===== src/rtl/exc_pkg.sv =====
package exc_pkg;
  localparam int XLEN      = 32;
  localparam int NREQ      = 6;
  localparam int VW        = 5;
  localparam int IDXW      = $clog2(NREQ);
  localparam int VEC_SHIFT = 8;

  // MSR bit positions (index 0 = least significant)
  localparam int B_ILE = 16;
  localparam int B_EE  = 15;
  localparam int B_PR  = 14;
  localparam int B_IP  = 6;
  localparam int B_RI  = 1;
  localparam int B_LE  = 0;

  localparam logic [XLEN-1:0] RESTORE_MASK = 32'h0000_FF73;
  localparam logic [XLEN-1:0] HIGH_BASE    = 32'hFFF0_0000;

  // request index order is the priority order (0 = highest)
  typedef enum logic [IDXW-1:0] {
    SRC_SRESET = 3'd0,
    SRC_MCHECK = 3'd1,
    SRC_ALIGN  = 3'd2,
    SRC_FPU    = 3'd3,
    SRC_EXT    = 3'd4,
    SRC_DEC    = 3'd5
  } src_e;

  localparam logic [NREQ-1:0] MASKABLE = 6'b11_0000;

  function automatic logic [VW-1:0] vec_of(input src_e s);
    case (s)
      SRC_SRESET: vec_of = 5'd1;
      SRC_MCHECK: vec_of = 5'd2;
      SRC_EXT:    vec_of = 5'd5;
      SRC_ALIGN:  vec_of = 5'd6;
      SRC_FPU:    vec_of = 5'd7;
      default:    vec_of = 5'd9;
    endcase
  endfunction

  function automatic logic is_sync(input src_e s);
    is_sync = (s == SRC_ALIGN) || (s == SRC_FPU);
  endfunction

  function automatic logic [XLEN-1:0] handler_addr(input logic ip, input logic [VW-1:0] v);
    logic [XLEN-1:0] off;
    off = {{(XLEN-VW){1'b0}}, v} << VEC_SHIFT;
    handler_addr = (ip ? HIGH_BASE : '0) | off;
  endfunction

  function automatic logic [XLEN-1:0] entry_msr(input logic [XLEN-1:0] m);
    logic [XLEN-1:0] r;
    r       = m;
    r[B_EE] = 1'b0;
    r[B_PR] = 1'b0;
    r[B_RI] = 1'b0;
    r[B_LE] = m[B_ILE];
    entry_msr = r;
  endfunction

  function automatic logic [XLEN-1:0] restore_msr(input logic [XLEN-1:0] m,
                                                  input logic [XLEN-1:0] saved);
    restore_msr = (m & ~RESTORE_MASK) | (saved & RESTORE_MASK);
  endfunction

  function automatic logic [XLEN-1:0] return_pc(input logic [XLEN-1:0] s0);
    return_pc = {s0[XLEN-1:2], 2'b00};
  endfunction
endpackage


===== src/rtl/exc_prio.sv =====
module exc_prio
  import exc_pkg::*;
#(
  parameter int N = NREQ,
  parameter int W = $clog2(N)
) (
  input  logic [N-1:0] req,
  input  logic [N-1:0] maskable,
  input  logic         enable,
  output logic [N-1:0] grant,
  output logic [W-1:0] idx,
  output logic         any
);
  logic [N-1:0] eff;

  genvar g;
  generate
    for (g = 0; g < N; g++) begin : g_eff
      assign eff[g] = req[g] & (enable | ~maskable[g]);
    end
  endgenerate

  always_comb begin
    idx = '0;
    for (int i = N - 1; i >= 0; i--) begin
      if (eff[i]) idx = W'(i);
    end
  end

  assign any   = |eff;
  assign grant = any ? (N'(1) << idx) : '0;

  always_comb begin
    a_r3_grant_onehot: assert ($onehot0(grant));
    if (any) a_r4_grant_allowed: assert ((grant & req) != '0);
  end
endmodule


===== src/rtl/exc_regs.sv =====
module exc_regs
  import exc_pkg::*;
#(
  parameter logic [XLEN-1:0] MSR_RST = 32'h0000_0040
) (
  input  logic            clk,
  input  logic            rst_n,
  input  logic            take,
  input  src_e            take_src,
  input  logic            rfi_do,
  input  logic            msr_we,
  input  logic [XLEN-1:0] msr_wdata,
  input  logic [XLEN-1:0] cur_pc,
  output logic [XLEN-1:0] msr_q,
  output logic [XLEN-1:0] srr0_q,
  output logic [XLEN-1:0] srr1_q
);
  logic [XLEN-1:0] saved_pc;
  assign saved_pc = is_sync(take_src) ? cur_pc : cur_pc + XLEN'(4);

  always_ff @(posedge clk) begin
    if (!rst_n) begin
      msr_q  <= MSR_RST;
      srr0_q <= '0;
      srr1_q <= '0;
    end else if (take) begin
      srr0_q <= saved_pc;
      srr1_q <= msr_q & RESTORE_MASK;
      msr_q  <= entry_msr(msr_q);
    end else if (rfi_do) begin
      msr_q  <= restore_msr(msr_q, srr1_q);
    end else if (msr_we) begin
      msr_q  <= msr_wdata;
    end
  end

  a_r5_entry_safe: assert property (@(posedge clk) disable iff (!rst_n)
    take |=> (!msr_q[B_EE] && !msr_q[B_PR] && !msr_q[B_RI]));
  a_r6_srr1_saved: assert property (@(posedge clk) disable iff (!rst_n)
    take |=> (srr1_q == ($past(msr_q) & RESTORE_MASK)));
  a_r7_sync_pc: assert property (@(posedge clk) disable iff (!rst_n)
    (take && (take_src == SRC_ALIGN || take_src == SRC_FPU)) |=> (srr0_q == $past(cur_pc)));
  a_r8_restore: assert property (@(posedge clk) disable iff (!rst_n)
    rfi_do |=> ((msr_q & RESTORE_MASK) == ($past(srr1_q) & RESTORE_MASK)));
endmodule


===== src/rtl/exc_redirect.sv =====
module exc_redirect
  import exc_pkg::*;
(
  input  logic            clk,
  input  logic            rst_n,
  input  logic            take,
  input  src_e            take_src,
  input  logic            rfi_do,
  input  logic            table_high,
  input  logic [XLEN-1:0] srr0_q,
  output logic            valid_q,
  output logic [XLEN-1:0] pc_q,
  output logic [VW-1:0]   vec_q
);
  logic [VW-1:0] vec_w;
  assign vec_w = vec_of(take_src);

  always_ff @(posedge clk) begin
    if (!rst_n) begin
      valid_q <= 1'b0;
      pc_q    <= '0;
      vec_q   <= '0;
    end else begin
      valid_q <= take | rfi_do;
      if (take) begin
        pc_q  <= handler_addr(table_high, vec_w);
        vec_q <= vec_w;
      end else if (rfi_do) begin
        pc_q  <= return_pc(srr0_q);
        vec_q <= '0;
      end
    end
  end

  a_r2_vector_aligned: assert property (@(posedge clk) disable iff (!rst_n)
    take |=> (pc_q[VEC_SHIFT-1:0] == '0));
  a_r8_return_aligned: assert property (@(posedge clk) disable iff (!rst_n)
    rfi_do |=> (pc_q == {$past(srr0_q[XLEN-1:2]), 2'b00}));
endmodule


===== src/rtl/exc_dispatch.sv =====
module exc_dispatch
  import exc_pkg::*;
#(
  parameter logic [31:0] MSR_RST = 32'h0000_0040
) (
  input  logic        clk,
  input  logic        rst_n,
  input  logic        req_sreset,
  input  logic        req_mcheck,
  input  logic        req_align,
  input  logic        req_fpu,
  input  logic        req_ext,
  input  logic        req_dec,
  input  logic [31:0] cur_pc,
  input  logic        rfi,
  input  logic        msr_we,
  input  logic [31:0] msr_wdata,
  output logic        redir_valid,
  output logic [31:0] redir_pc,
  output logic [4:0]  redir_vec,
  output logic [31:0] msr,
  output logic [31:0] srr0,
  output logic [31:0] srr1
);
  logic [NREQ-1:0] req_vec;
  logic [NREQ-1:0] grant_w;
  logic [IDXW-1:0] idx_w;
  logic            take_w;
  logic            rfi_do_w;
  logic            ee_w;
  src_e            src_w;

  assign req_vec  = {req_dec, req_ext, req_fpu, req_align, req_mcheck, req_sreset};
  assign ee_w     = msr[B_EE];
  assign src_w    = src_e'(idx_w);
  assign rfi_do_w = rfi & ~take_w;

  exc_prio #(.N(NREQ)) u_prio (
    .req      (req_vec),
    .maskable (MASKABLE),
    .enable   (ee_w),
    .grant    (grant_w),
    .idx      (idx_w),
    .any      (take_w)
  );

  exc_regs #(.MSR_RST(MSR_RST)) u_regs (
    .clk       (clk),
    .rst_n     (rst_n),
    .take      (take_w),
    .take_src  (src_w),
    .rfi_do    (rfi_do_w),
    .msr_we    (msr_we),
    .msr_wdata (msr_wdata),
    .cur_pc    (cur_pc),
    .msr_q     (msr),
    .srr0_q    (srr0),
    .srr1_q    (srr1)
  );

  exc_redirect u_redir (
    .clk        (clk),
    .rst_n      (rst_n),
    .take       (take_w),
    .take_src   (src_w),
    .rfi_do     (rfi_do_w),
    .table_high (msr[B_IP]),
    .srr0_q     (srr0),
    .valid_q    (redir_valid),
    .pc_q       (redir_pc),
    .vec_q      (redir_vec)
  );

  a_r4_masked_ignored: assert property (@(posedge clk) disable iff (!rst_n)
    (!ee_w && !req_sreset && !req_mcheck && !req_align && !req_fpu) |-> !take_w);
  a_r3_top_wins: assert property (@(posedge clk) disable iff (!rst_n)
    req_sreset |-> (take_w && grant_w[0]));
  a_r9_one_cycle: assert property (@(posedge clk) disable iff (!rst_n)
    (take_w || rfi) |=> redir_valid);
  a_r9_exc_over_rfi: assert property (@(posedge clk) disable iff (!rst_n)
    (take_w && rfi) |=> (redir_vec != 5'd0));
endmodule


===== config.mk =====
export PLATFORM = sky130hd
export DESIGN_NAME = exc_dispatch
export DESIGN_NICKNAME = d
export VERILOG_FILES = /design/src/rtl/exc_pkg.sv /design/src/rtl/exc_prio.sv /design/src/rtl/exc_regs.sv /design/src/rtl/exc_redirect.sv /design/src/rtl/exc_dispatch.sv
export SDC_FILE = /design/constraint.sdc
export NUM_CORES = 1
export LEC_CHECK = 0
export BUFFER_PORTS_ARGS = -buffer_cell sky130_fd_sc_hd__buf_4
export CAP_MARGIN = 25
export CORE_MARGIN = 5
export CORE_UTILIZATION = 50
export DETAILED_ROUTE_END_ITERATION = 12
export HOLD_SLACK_MARGIN = 0.05
export PLACE_DENSITY = 0.83
export SYNTH_ARGS = -nofsm -noshare
export SYNTH_HDL_FRONTEND = slang
export SYNTH_HIERARCHICAL = 1
export SYNTH_SLANG_ARGS = --single-unit
export TNS_END_PERCENT = 5

===== constraint.sdc =====
create_clock -name clk -period 4.9 [get_ports clk]
set_clock_uncertainty 0.05 [all_clocks]
set_input_delay 0.735 -clock clk [delete_from_list [all_inputs] [get_ports clk]]
set_output_delay 0.735 -clock clk [all_outputs]
set_load 0.02 [all_outputs]

==> summary.md <==
| Metric | Value |
|---|---|
| Min cycle time layout | 3.38 ns |
| Gate Count Post-Synth | 574 |
| Fillers | 791 |
| Max clock buf depth | 2 |
| Drt total wl | 14000 um |
| Global route total overflow | 0 |
| GR peak layer | met2 |
| Clock share of power | 0.300 |
| Initial Utilization | 0.514 |
| Antenna viol nets, final | 0 |
| Worst Setup End Kind | flop |
| Post_cts resized | 0 |
| Met1 Resource Use GR | 0.284 |
| Pin count of the biggest net entering global routing | 67 |
| H-tree levels | 3 |
| Fmax | 296 MHz |
| Die Span Y | 110 um |
| Clock Latency Late Sink | 0.37 ns |
| First-pass GRT wire length | 22100 um |
| Vias in the first global route | 4511 |
| M2 GR Usage | 0.390 |
| Core Area | 0.00977 mm^2 |
| Measured slew at the worst slew-check pin | approximately 0.64 ns |
| Worst path max stage delay | 0.71 ns |
| Vias/cell | 5.17 |
| Slowest-stage cell, CP | or4_1 |
| Switching Share | 0.294 |
| RSZ-0062 raised after global routing | false |
| Max VDD drop | about 0.00019 V |
| Port Buffers | 185 |
| Clock slew at reported path FFs | 0.11 ns |
| GPL Wtd Cong | around 0.92 |
| Rows | 36 |
| Post-Syn Area | ~0.0050 mm^2 |
| Max Cap Viol | 0 |
| Reg2reg setup slack | 1.52 ns |
| Antenna violations before repair | 0 |
| CTS buffer count | 9 |
| Power per cell area | 306 mW/mm^2 |
| Final worst slack | between 1.5 and 2 ns |
| NumNets Final | 825 |
| P_leak | 0.00286 uW |
| Cell area after layout | 0.00666 mm^2 |
| Drt pass-1 iters | 7 |
| Hold Path Class | reg -> reg |
| Gr usage total | 0.230 |
| Worst slack, placed | roughly 1.1 ns |
| Placed Instance Area | 0.00642 mm^2 |
| CP Max Fanout | 10 |
| Final setup viols | 0 |
| Critical path, cell by cell | o21ai_0 > o221a_2 > a2111oi_2 > nand2b_1 > nand4_1 > or4_1 > or3_1 > a31oi_1 |
| Pint | 1440 uW |
| Final period util | 0.690 |
| Final Hold Fails | 0 |
| DR WL/cell | 15.8 um |
| Logic pwr share | 0.205 |
| Vias | 4592 |
| CTS Hold Bufs | 0 |
| Status | finished, final reports clean |
| DRC violations left | 0 |
| Post-DP HPWL | 10600 um |
| TNS Setup | 0 ns |
| Switching power total | 599 uW |
| Final max-slew violation count | 0 |
| Mean Syn Cell Area | 8.76 um^2 |
| CTS tree | yes |
| Crit Path Category | reg -> reg |
| Layout cells sized above 1 | 0.291 |
| Io pins | 208 |
| Ys Warns | 6 |
| Iter 0 DRT Violations | 190 |
| Area grow syn2layout | 32.4% |
| ANT cells | 0 |
| CP Data Required Time | 5.15 ns |
| CP startpoint kind | flop |
| Clock sink total | approximately 110 |
| Max_slew headroom | 0.574 |
| Clk root buf | clkbuf_8 |
| Post-CTS setup buffer count | 0 |
| Seq pwr share | 0.495 |
| Crit path arrival time | 3.63 ns |
| Die area | 0.0122 mm^2 |
| Grt met3 use | 0.0635 |
| Die Width | 110 um |
layer usage:
metal | vias up | wire, um
li1 | 2287 | -
met1 | 2095 | 5740
met2 | 186 | 6750
met3 | 24 | 1280
met4 | 0 | 233
met5 | - | 0
path summary, 6_finish.rpt:
kind               startpoint           endpoint  depth (start not counted)
max          u_regs/msr_q[15]  u_regs/srr0_q[30]                          8
min          u_regs/msr_q[27]   u_regs/msr_q[27]                          2
max reg2reg  u_regs/msr_q[15]  u_regs/srr0_q[30]                          8
min reg2reg  u_regs/msr_q[27]   u_regs/msr_q[27]                          2
layout make-up:
class	instances	area (um^2)	share of cell area
sequential	112	2240	0.337
inverter	14	52.6	0.00789
clock inverter	7	103	0.0154
clock buffer	9	124	0.0186
tap	133	166	0.0250
multi-input combinational	422	2530	0.381
timing repair buffer	191	1440	0.216
worst max-delay path, delay by kind of cell, from the launching register on:
| family | cells | cell delay (ns) |
|---|---|---|
| AOI/OAI and AO/OA | 4 | 0.98 |
| DFF | 1 | 0.51 |
| and+or+nand+nor | 4 | 1.77 |
sequential cells by signal, indices dropped and copies added, names as in the netlist:
name and flops:
u_regs/msr_q 32, u_regs/srr0_q 32, u_redir/pc_q 30, u_regs/srr1_q 13
u_redir/vec_q 4, u_redir/valid_q 1
cells in the final DEF (no fill, tap or decap), types with 9 or more instances in the layout:
master	instances
dfxtp_1	112
xnor2_1	18
o21ai_0	36
inv_1	12
nand3_1	9
nor2_1	60
a211oi_1	16
conb_1	33
buf_4	190
mux2i_1	59
or3_1	9
a21oi_1	55
nand2_1	57
clkbuf_8	9
metrics by stage:
stage               hold WS [ns]  cells   util  power (uW)
floorplan                  0.485    603      -        1270
detailed placement         0.397    871  0.657        1450
global route               0.433    888  0.681        2130
global placement           0.392    871  0.657        1430
finish                     0.412    888  0.681        2040
CTS                        0.413    887  0.680        2050
power by group through the flow:
| stage | logic, uW | registers (uW) | clock network [uW] |
|---|---|---|---|
| final | 417 | 1010 | 611 |
| after global routing | 454 | 1020 | 661 |
| after CTS | 417 | 1010 | 623 |
| after detailed placement | 416 | 1030 | 0 |
| after global placement | 408 | 1030 | 0 |
| after floorplan | 186 | 1090 | 0 |
Power figures use the tool's default switching activity.
